**config.mk**
```make
export PLATFORM = sky130hd
export DESIGN_NAME = otf_chan_sel
export DESIGN_NICKNAME = d
export VERILOG_FILES = /design/src/rtl/otf_chan_sel.sv
export SDC_FILE = /design/constraint.sdc
export NUM_CORES = 1
export LEC_CHECK = 0
export BUFFER_PORTS_ARGS = -buffer_cell sky130_fd_sc_hd__buf_4
export CORE_ASPECT_RATIO = 0.75
export CORE_MARGIN = 4
export CORE_UTILIZATION = 59
export DETAILED_ROUTE_END_ITERATION = 16
export MAX_ROUTING_LAYER = met4
export PLACE_DENSITY = 0.94
export SLEW_MARGIN = 20
export SYNTH_ARGS = -nofsm -noshare
export SYNTH_HDL_FRONTEND = slang
export SYNTH_SLANG_ARGS = --single-unit
```
**constraint.sdc**
```tcl
create_clock -name clk -period 5.5 [get_ports clk]
set_input_delay 0.275 -clock clk [delete_from_list [all_inputs] [get_ports clk]]
set_output_delay 0.275 -clock clk [all_outputs]
set_load 0.02 [all_outputs]
```
**src/rtl/otf_chan_sel.sv**
```systemverilog
module otf_chan_sel #(
  parameter int          DATA_BITS = 16,
  parameter int          REG_BITS  = 24,
  parameter int          CHAN_BITS = 3,
  parameter int          ID_BITS   = 4,
  parameter logic [7:0]  WR_OP     = 8'h08,
  parameter logic [7:0]  SEQ_ADDR  = 8'h1C,
  parameter logic [7:0]  OTF_ADDR  = 8'h2A
) (
  input  logic                 clk,
  input  logic                 rst_n,
  input  logic                 cs_n,
  input  logic                 sclk,
  input  logic                 sdi,
  input  logic                 err_clr,
  output logic [CHAN_BITS-1:0] chan,
  output logic [CHAN_BITS-1:0] data_chan,
  output logic                 err,
  output logic                 otf_active,
  output logic                 frame_valid,
  output logic [REG_BITS-1:0]  frame_word,
  output logic                 frame_wide
);

  localparam int CNT_W   = $clog2(REG_BITS + 2);
  localparam logic [CNT_W-1:0] CNT_MAX = '1;

  logic                cs_q, sclk_q;
  logic [CNT_W-1:0]    cnt;
  logic [REG_BITS-1:0] sh;
  logic [1:0]          seq_mode;
  logic                otf_en;

  wire cs_rise   = cs_n & ~cs_q;
  wire bit_tick  = sclk & ~sclk_q & ~cs_n;
  wire done_data = cs_rise && (cnt == CNT_W'(DATA_BITS));
  wire done_reg  = cs_rise && (cnt == CNT_W'(REG_BITS));

  wire [ID_BITS-1:0] id   = sh[DATA_BITS-2 -: ID_BITS];
  wire               sel  = done_data && otf_active && sh[DATA_BITS-1];
  wire               bad  = (id >> CHAN_BITS) != '0;
  wire               wr   = done_reg && (sh[REG_BITS-1 -: 8] == WR_OP);
  wire [7:0]         addr = sh[15:8];
  wire [7:0]         wdat = sh[7:0];

  assign otf_active = (seq_mode == 2'b01) && otf_en;

  always_ff @(posedge clk) begin
    if (!rst_n) begin
      cs_q   <= 1'b1;
      sclk_q <= 1'b0;
      cnt    <= '0;
      sh     <= '0;
    end else begin
      cs_q   <= cs_n;
      sclk_q <= sclk;
      if (cs_n)
        cnt <= '0;
      else if (bit_tick && cnt != CNT_MAX)
        cnt <= cnt + 1'b1;
      if (bit_tick)
        sh <= {sh[REG_BITS-2:0], sdi};
    end
  end

  always_ff @(posedge clk) begin
    if (!rst_n) begin
      seq_mode <= 2'b00;
      otf_en   <= 1'b0;
    end else if (wr) begin
      if (addr == SEQ_ADDR) seq_mode <= wdat[1:0];
      if (addr == OTF_ADDR) otf_en   <= wdat[0];
    end
  end

  always_ff @(posedge clk) begin
    if (!rst_n) begin
      chan      <= '0;
      data_chan <= '0;
      err       <= 1'b0;
    end else begin
      if (done_data)
        data_chan <= chan;
      if (sel)
        chan <= bad ? '0 : id[CHAN_BITS-1:0];
      err <= (err & ~err_clr) | (sel & bad);
    end
  end

  always_ff @(posedge clk) begin
    if (!rst_n) begin
      frame_valid <= 1'b0;
      frame_word  <= '0;
      frame_wide  <= 1'b0;
    end else begin
      frame_valid <= (done_data && !sel) || done_reg;
      if (done_reg) begin
        frame_word <= sh;
        frame_wide <= 1'b1;
      end else if (done_data) begin
        frame_word <= REG_BITS'(sh[DATA_BITS-1:0]);
        frame_wide <= 1'b0;
      end
    end
  end

endmodule

```
==> flow_summary.json, run 1 <==
{
  "outcome": "completed",
  "clock_skew_ns": 0.00590,
  "final_nets": 345,
  "antenna_cells": 0,
  "cp_data_required_time_ns": 5.77,
  "rsz0062_at_grt": "false",
  "portBuffers": 39,
  "slowest_stage": "and2_1",
  "syn_area_um2": 2510,
  "cts_tree": "yes",
  "wl_um": 5420,
  "synth_ff_type": "dfxtp_1",
  "grt_first_pass_wirelength_um": 9200,
  "dieArea_um2": 5380,
  "finalHoldViolCount": 0,
  "drtAntennaViolNets": 0,
  "hp-class": "input pin to flop",
  "die_h_um": 64.5,
  "synth.area.top_cells": "dfxtp_1 (53%), nand2_1 (15%), a21oi_1 (11%)",
  "grt_pass1_vias": 1982,
  "slowest_delay_ns": 0.80,
  "synth.net_count": 311,
  "yosys.cell_count.top_type": "nand2_1",
  "core-area_um2": 4080,
  "grt_overflow_total": 0,
  "path_class": "flop to flop",
  "vias": 2155,
  "layout_worst_path_cycle_share": 0.388,
  "synth-edff-count": 0,
  "dp_hpwl_um": 3570,
  "chipWidth_um": 83.4,
  "cts_made_buffers": 9,
  "cts_resized": 0,
  "post_cts_buffers": 0,
  "pre_cts_ws_ns": 3.42,
  "synth_cell_types": 31,
  "cts.path.max_buffers": 2,
  "initial_core_util": 0.617,
  "seq_area_frac_synth": 0.533,
  "area_growth_pct": 19.7,
  "grt_use_total": 0.218,
  "fin_tns_setup_ns": 0,
  "setup_ws_ns": 3.36,
  "utilization": 0.738,
  "synth.avg_cell_area_um2": 8.33,
  "cp.arrival_ns": 2.40,
  "path_clk_slew_ns": 0.06,
  "cts_hold_buf": 0,
  "worst_pin_slew_ns": 0.995,
  "power.density_nw_per_um2": 302,
  "synth_top_area_cell": "dfxtp_1",
  "seq_area_um2": 1340,
  "route.detailed.drc": 0,
  "synth_commonest_cells": "nand2_1 (99), dfxtp_1 (67), a21oi_1 (54)",
  "ys_ff_latch": 67,
  "num-fill-cells": 302,
  "io_pins": 40,
  "synthDominantCellAreaShare": 0.533,
  "dr.pass1.iters": 5,
  "async_reset_ff_frac": 0,
  "ir_worst_vdd_uv": 243,
  "slew_headroom": 0.336,
  "period_needed_ns": 2.14,
  "drive_above_1_share": 0.176,
  "place_congestion": 0.808,
  "antenna_found_initial": 0,
  "yosysWarnings": 0,
  "first_iter_violations": 166,
  "cp-start-kind": "flop",
  "wl_per_cell_um": 13.7,
  "max_freq_ghz": 0.468,
  "clk_latency_ns": 0.34,
  "cts-root-buf": "clkbuf_8",
  "leakage_nw": 1.10,
  "vias_per_cell": 5.46,
  "crit_fanout": 28,
  "worstPathCellList": "inv_1 -> ha_1 -> and4bb_2 -> and2_1 -> nand4_1 -> a21oi_1",
  "cts_sinks": 67,
  "rows": 20,
  "final-max-slew-violation-count": 0,
  "setup_viol": 0,
  "multiInputGateArea_um2": 1090,
  "htree_levels": 3,
  "end_kind": "flop",
  "maxCapViolations": 0,
  "syn_inst": 302,
  "grt_start_max_net_pins": 39
}
[cells by family after synthesis]
group,count (synthesis),synth area share
AO/OA/AOI/OAI,60,0.121
XOR/XNOR,3,0.0104
adder cells (fa/ha/maj),3,0.0149
buffers and inverters,21,0.0368
flip-flops,67,0.533
multiplexers,6,0.0239
AND/OR/NAND/NOR,142,0.260
[power by group]
group,switching [mW],total [mW],leakage (nW),internal [mW]
sequential,0.00150,0.488,0.540,0.487
clock,0.168,0.399,0.0995,0.231
combinational,0.0161,0.0223,0.463,0.00619
[metrics by stage]
| stage | std cells | power (mW) | hold WS [ns] | cell area, um2 |
|---|---|---|---|---|
| finish | 395 | 0.909 | 0.165 | 3010 |
| global route | 395 | 0.941 | 0.169 | 3010 |
| CTS | 395 | 0.913 | 0.157 | 3010 |
| detailed placement | 380 | 0.521 | 0.445 | 2820 |
| global placement | 380 | 0.521 | 0.442 | 2820 |
| floorplan | 302 | 0.514 | 0.397 | 2510 |
[critical path: cells and delay by family, from the launching register on]
family / cells / cell delay [ns]
buffers and inverters: 1 / 0.07
DFF: 1 / 0.34
AOI/OAI and AO/OA: 1 / 0.20
adders and majority gates: 1 / 0.14
and+or+nand+nor: 3 / 1.30
[layout by cell type (no fill, tap or decap), types with 2 or more instances in the layout]
cell / netlist / final
nand2_1: 99 / 99
dfxtp_1: 67 / 67
a21oi_1: 54 / 54
buf_4: 2 / 41
clkbuf_8: 0 / 11
nand3_1: 9 / 9
nor2_1: 7 / 7
mux2i_1: 6 / 6
nand4_1: 5 / 5
o21ai_0: 5 / 5
inv_1: 3 / 3
and2_1: 3 / 3
nand3b_1: 3 / 3
ha_1: 3 / 3
xor2_1: 2 / 2
nor4bb_1: 2 / 2
nor3_1: 2 / 2
clkbuf_1: 11 / 2
[per-layer routing]
| layer | part of all wire | vias up | wire [um] | GRT usage |
|---|---|---|---|---|
| li1 | - | 1079 | - | - |
| met4 | 0.017 | 0 | 93 | 0.0694 |
| met2 | 0.48 | 64 | 2580 | 0.349 |
| met5 | 0 | - | 0 | - |
| met1 | 0.44 | 1001 | 2360 | 0.257 |
| met3 | 0.070 | 11 | 380 | 0.0839 |
[registers in the layout (all words and copies together), names as in the netlist]
register,cells
frame_word,24
sh,24
cnt,5
chan,3
data_chan,3
seq_mode,2
cs_q,1
err,1
frame_valid,1
frame_wide,1
otf_en,1
sclk_q,1
[path summary, 6_finish.rpt]
path / startpoint / to / slack [ns] / depth (start not counted)
hold reg to reg: frame_word[10]$_SDFFE_PN0P_ / frame_word[10]$_SDFFE_PN0P_ / 0.46 / 2
setup / recovery: cnt[0]$_SDFFE_PP0P_ / seq_mode[0]$_SDFFE_PN0P_ / 3.36 / 6
hold / removal: sclk / sclk_q$_SDFF_PN0_ / 0.16 / 2
setup reg to reg: cnt[0]$_SDFFE_PP0P_ / seq_mode[0]$_SDFFE_PN0P_ / 3.36 / 6
[final cells by class]
| type | instances | area share |
|---|---|---|
| timing repair buffer | 41 | 0.102 |
| clock inverter | 2 | 0.0116 |
| tap | 55 | 0.0229 |
| inverter | 3 | 0.00374 |
| clock buffer | 13 | 0.0528 |
| multi-input combinational | 214 | 0.361 |
| sequential | 67 | 0.446 |
(Power assumes the default switching activity.)
==> run 2, diff against run 1 <==
--- a/config.mk
+++ b/config.mk
@@ -8,10 +8,10 @@
 export BUFFER_PORTS_ARGS = -buffer_cell sky130_fd_sc_hd__buf_4
 export CORE_ASPECT_RATIO = 0.75
 export CORE_MARGIN = 4
-export CORE_UTILIZATION = 59
+export CORE_UTILIZATION = 50
 export DETAILED_ROUTE_END_ITERATION = 16
 export MAX_ROUTING_LAYER = met4
-export PLACE_DENSITY = 0.94
+export PLACE_DENSITY = 0.86
 export SLEW_MARGIN = 20
 export SYNTH_ARGS = -nofsm -noshare
 export SYNTH_HDL_FRONTEND = slang
==> constraint.sdc (replaced) <==
create_clock -name clk -period 1.87 [get_ports clk]
set_input_delay 0.0935 -clock clk [delete_from_list [all_inputs] [get_ports clk]]
set_output_delay 0.0935 -clock clk [all_outputs]
set_load 0.02 [all_outputs]
==> run 2 against run 1 <==
  * Global-route usage shrank 1.4 points
  * Critical path depth grew 1
  * Highest routed layer unchanged
  * Utilization shrank 9.2 points
  * Power grew to 3.1 times the previous value
  * Clock skew grew 0.0025 ns
  * Hold slack lost 0.14 ns
  * Critical path type unchanged
  * Clock power grew to 3.4 times the previous value
  * Wire length grew 7.0%
==> flow_summary.json, run 2 (synthesis gave the netlist of run 1 again) <==
{
  "io_pins": 40,
  "antenna_found_initial": 0,
  "initial_core_util": 0.516,
  "area_growth_pct": 25.2,
  "mostFrequentLayoutCell": "nand2_1",
  "cts-root-buf": "clkbuf_8",
  "portBuffers": 39,
  "wl_um": 5800,
  "met1_usage": 0.244,
  "setup_ws_ns": 0.0995,
  "wl_per_cell_um": 14.2,
  "cts_tree": "yes",
  "end_kind": "flop",
  "post-route-cell-area_um2": 3150,
  "worstPathCellList": "inv_1 -> ha_1 -> and4bb_2 -> and2_2 -> buf_4 -> nand4_1 -> a21oi_1",
  "internal-power_mw": 2.28,
  "crit_family": "simple AND/OR/NAND/NOR gates",
  "layout_common_cells": "nand2_1 (99), dfxtp_1 (66), a21oi_1 (54), buf_4 (46), clkbuf_8 (11)",
  "slowest_delay_ns": 0.33,
  "first_iter_violations": 183,
  "ir_worst_vdd_uv": 532,
  "grt_start_max_net_pins": 46,
  "drtAntennaViolNets": 0,
  "dp_hpwl_um": 3730,
  "chipWidth_um": 89.9,
  "met3_usage": 0.0803,
  "outcome": "completed",
  "core-area_um2": 4870,
  "drive_above_1_share": 0.210,
  "leakage_nw": 1.15,
  "dieArea_um2": 6240,
  "setup_viol": 0,
  "path_clk_slew_ns": 0.07,
  "worst_pin_slew_ns": 0.585,
  "place_congestion": 0.824,
  "num-fill-cells": 412,
  "die_h_um": 69.4,
  "pwr-share-clk": 0.472,
  "vias_per_cell": 5.52,
  "pre_cts_ws_ns": -0.00545,
  "utilization": 0.646,
  "max_freq_ghz": 0.565,
  "clock_skew_ns": 0.00845,
  "period_needed_ns": 1.77,
  "hp-class": "input pin to flop",
  "grt_pass1_vias": 2108,
  "grt_use_total": 0.204,
  "cp.arrival_ns": 2.04,
  "postPlaceCellArea_um2": 2870,
  "hold_ws_ns": 0.0279,
  "maxCapViolations": 0,
  "cp-start-kind": "flop",
  "crit_buf_inv": 2,
  "path_class": "flop to flop",
  "power.density_nw_per_um2": 908,
  "top_regs": "frame_word x24, sh x24, cnt x5",
  "power_switching_mw": 0.583,
  "crit_fanout": 12,
  "antenna_cells": 0,
  "layout_worst_path_cycle_share": 0.947,
  "cts_sinks": 67,
  "vias": 2254,
  "htree_levels": 3,
  "rows": 22,
  "final_nets": 352,
  "cts_made_buffers": 9,
  "slowest_stage": "dfxtp_1",
  "route.detailed.drc": 0,
  "cp_data_required_time_ns": 2.14,
  "grt_overflow_total": 0,
  "grt_first_pass_wirelength_um": 9970,
  "finalHoldViolCount": 0,
  "final-max-slew-violation-count": 0,
  "dr.pass1.iters": 4,
  "seqPwrFrac": 0.502,
  "slew_headroom": 0.605,
  "combinationalPowerShare": 0.026,
  "busiest_layer": "met2",
  "swShare": 0.204,
  "clk_latency_ns": 0.35,
  "cts.path.max_buffers": 2,
  "use_met2": 0.307
}
run 2: cell type report:
class,count,area (um2),area share
multi-input cells,214,1120,0.355
clock buffers,12,155,0.0493
flip-flops and latches,67,1340,0.426
clock inverters,4,72.6,0.0231
inverters,3,11.3,0.00358
repair buffers,48,375,0.119
well taps,60,75.1,0.0238
run 2: per-stage QoR:
stage	TNS (ns)	cells	power (mW)
6_report	0	408	2.86
4_1_cts	0	407	2.88
5_1_grt	-0.0117	408	2.95
3_3_place_gp	0	390	1.54
2_1_floorplan	0	302	1.51
3_5_place_dp	-0.00545	390	1.54
run 2: power groups by stage:
stage | logic [mW] | clock network, mW | registers [mW]
floorplan | 0.0456 | 0 | 1.47
global placement | 0.0684 | 0 | 1.47
finish | 0.0752 | 1.35 | 1.44
detailed placement | 0.0688 | 0 | 1.47
global route | 0.0838 | 1.44 | 1.44
CTS | 0.0734 | 1.37 | 1.44
run 2: what timing repair did:
item | 4_1_cts | 5_1_grt
setup endpoints to repair | 3 | 5
buffers inserted | 0 | 1
pin swaps | 0 | 3
endpoints found under the hold margin | 1 | 0
hold buffers | 1 | 0
resized for setup | 2 | 5
run 2: worst register-to-register path, cell delays in order, from the launching register on:
cell and delay, ns:
dfxtp_1 0.33, inv_1 0.07, ha_1 0.15, and4bb_2 0.31, and2_2 0.28, buf_4 0.22, nand4_1 0.12, a21oi_1 0.21
run 2: path summary, 6_finish.rpt:
| check | from | end | slack (ns) | cells after the start |
|---|---|---|---|---|
| setup / recovery | cnt[1]$_SDFFE_PP0P_ | seq_mode[0]$_SDFFE_PN0P_ | 0.1 | 7 |
| setup reg to reg | cnt[1]$_SDFFE_PP0P_ | seq_mode[0]$_SDFFE_PN0P_ | 0.1 | 7 |
| hold / removal | sdi | sh[0]$_SDFFE_PN0P_ | 0.03 | 3 |
| hold reg to reg | frame_word[9]$_SDFFE_PN0P_ | frame_word[9]$_SDFFE_PN0P_ | 0.46 | 2 |
run 2: per-layer routing:
layer	routed length (um)	vias up
met1	2520	1067
met3	422	16
met2	2740	80
met5	0	-
li1	-	1091
met4	113	0
==> run 3, diff against run 2 <==
--- a/config.mk
+++ b/config.mk
@@ -11,7 +11,7 @@
 export CORE_UTILIZATION = 50
 export DETAILED_ROUTE_END_ITERATION = 16
 export MAX_ROUTING_LAYER = met4
-export PLACE_DENSITY = 0.86
+export PLACE_DENSITY = 0.8
 export SLEW_MARGIN = 20
 export SYNTH_ARGS = -nofsm -noshare
 export SYNTH_HDL_FRONTEND = slang
==> run 3 against run 2 <==
  * Sequential power hardly changed
  * Sequential cell count unchanged
  * Wire length is 5.7% lower
  * Hold slack better by 0.029 ns
  * Combinational power down 4.0%
  * Clock power decreased by 13%
  * Power shrank 6.1%
  * Clock skew shrank 0.0023 ns
  * Non-clock buffer count rose by 2
  * Register-to-register slack better by 0.03 ns
  * Via count shrank 4.5%
  * Utilization fell by 1.2 points
  * Critical endpoint is now cnt[3]$_SDFFE_PP0P_
  * Largest cell class unchanged
==> flow_summary.json, run 3 (synthesis gave the netlist of run 1 again) <==
{
  "clk_latency_ns": 0.34,
  "min_from": "rst_n",
  "grt_pass1_vias": 1998,
  "end_kind": "flop",
  "rr_startpoint": "cnt[0]$_SDFFE_PP0P_",
  "cts-root-buf": "clkbuf_8",
  "finalHoldViolCount": 0,
  "clock_skew_ns": 0.00611,
  "whs_endpoint": "sclk_q$_SDFF_PN0_",
  "antenna_found_initial": 0,
  "die_h_um": 69.4,
  "htree_levels": 3,
  "outcome": "completed",
  "cp-start-kind": "flop",
  "setup_ws_ns": 0.129,
  "drive_above_1_share": 0.195,
  "vias": 2153,
  "worstRegToRegCells": 7,
  "crit_fanout": 4,
  "area_growth_pct": 22.9,
  "grt_overflow_total": 0,
  "hp-class": "input pin to flop",
  "fin_cells": 409,
  "r2r_setup_slack_ns": 0.13,
  "place_congestion": 0.828,
  "dr.pass1.iters": 4,
  "top_regs": "frame_word x24, sh x24, cnt x5",
  "setup_viol": 0,
  "portBuffers": 39,
  "wl_um": 5460,
  "ir_worst_vdd_uv": 520,
  "core-area_um2": 4870,
  "layout_common_cells": "nand2_1 (99), dfxtp_1 (67), a21oi_1 (54), buf_4 (48), clkbuf_8 (11)",
  "initial_core_util": 0.516,
  "final_nets": 354,
  "first_iter_violations": 182,
  "setup.worst_path.start": "cnt[0]$_SDFFE_PP0P_",
  "cts_made_buffers": 9,
  "grt_start_max_net_pins": 55,
  "leakage_nw": 1.15,
  "rsz0062_at_grt": "false",
  "worst_pin_slew_ns": 0.566,
  "path_clk_slew_ns": 0.06,
  "path_class": "flop to flop",
  "maxCapViolations": 0,
  "total_power_mw": 2.68,
  "final-max-slew-violation-count": 0,
  "fin_tns_setup_ns": 0,
  "antenna_cells": 0,
  "power.density_nw_per_um2": 869,
  "cp_data_required_time_ns": 2.10,
  "period_needed_ns": 1.74,
  "cts.path.max_buffers": 2,
  "slew_headroom": 0.617,
  "cp.arrival_ns": 1.97,
  "io_pins": 40,
  "wl_per_cell_um": 13.4,
  "r2r-end": "cnt[3]$_SDFFE_PP0P_",
  "grt_first_pass_wirelength_um": 9290,
  "grt_use_total": 0.192,
  "utilization": 0.634,
  "mostFrequentLayoutCell": "nand2_1",
  "cts_tree": "yes",
  "dieArea_um2": 6240,
  "route.detailed.drc": 0,
  "cts_sinks": 67,
  "dp_hpwl_um": 3660,
  "holdPathStages": 2,
  "rows": 22,
  "dpl.cell_count": 392,
  "max_freq_ghz": 0.575,
  "drtAntennaViolNets": 0,
  "post_cts_buffers": 0,
  "pre_cts_ws_ns": 0.128,
  "layout_worst_path_cycle_share": 0.931,
  "vias_per_cell": 5.26,
  "chipWidth_um": 89.9
}
## run 3: cell types whose count changed in the layout (fill, tap and decap cells not counted), sizes merged
| cell | previous run | this run |
|---|---|---|
| buf | 47 | 48 |
| bufinv | 2 | 1 |
| clkbuf | 12 | 13 |
| clkinvlp | 1 | 0 |
| dlygate4sd3 | 1 | 2 |
## run 3: worst max-delay path by stage
stage	endpoint	slack [ns]	depth (start not counted)
after global routing	cnt[3]$_SDFFE_PP0P_	0.006	7
after CTS	chan[2]$_SDFFE_PN0P_	0.11	6
after detailed placement	cnt[3]$_SDFFE_PP0P_	0.13	7
after floorplan	cnt[3]$_SDFFE_PP0P_	0.13	7
after global placement	cnt[3]$_SDFFE_PP0P_	0.18	7
final	cnt[3]$_SDFFE_PP0P_	0.13	7
## run 3: timing repair
item / in CTS / in global routing
resized for setup: 0 / 1
setup endpoints to repair: 0 / 1
endpoints found under the hold margin: 2 / 0
hold buffers: 2 / 0
## run 3: layer usage
| layer | up-vias | track usage | wire [um] |
|---|---|---|---|
| met5 | - | - | 0 |
| met4 | 0 | 0.0594 | 82 |
| met3 | 10 | 0.0944 | 413 |
| met2 | 80 | 0.281 | 2450 |
| met1 | 968 | 0.233 | 2520 |
| li1 | 1095 | - | - |
## run 3: stage by stage
step | hold slack, ns | cell area [um2]
2_1_floorplan | 0.215 | 2510
3_3_place_gp | 0.320 | 2870
3_5_place_dp | 0.331 | 2870
4_1_cts | 0.0406 | 3090
5_1_grt | 0.0538 | 3090
6_report | 0.0566 | 3090
## run 3: worst max-delay path, cell delays in order (launching register included)
cell	delay, ns
dfxtp_1	0.35
ha_1	0.22
and3_1	0.18
ha_1	0.21
nor4b_2	0.31
nand4_1	0.16
xor2_1	0.15
nor2_1	0.05
## run 3: layout make-up
cell class / instances / area (um2)
multi-input combinational: 214 / 1090
timing repair buffer: 50 / 380
fill: 424 / 1780
sequential: 67 / 1340
clock inverter: 2 / 35.0
tap: 60 / 75.1
inverter: 3 / 11.3
clock buffer: 13 / 159
## run 3: power by group
| part | total, mW | switching, mW | internal [mW] |
|---|---|---|---|
| combinational | 0.0722 | 0.0487 | 0.0235 |
| clock | 1.18 | 0.496 | 0.680 |
| sequential | 1.44 | 0.00437 | 1.43 |
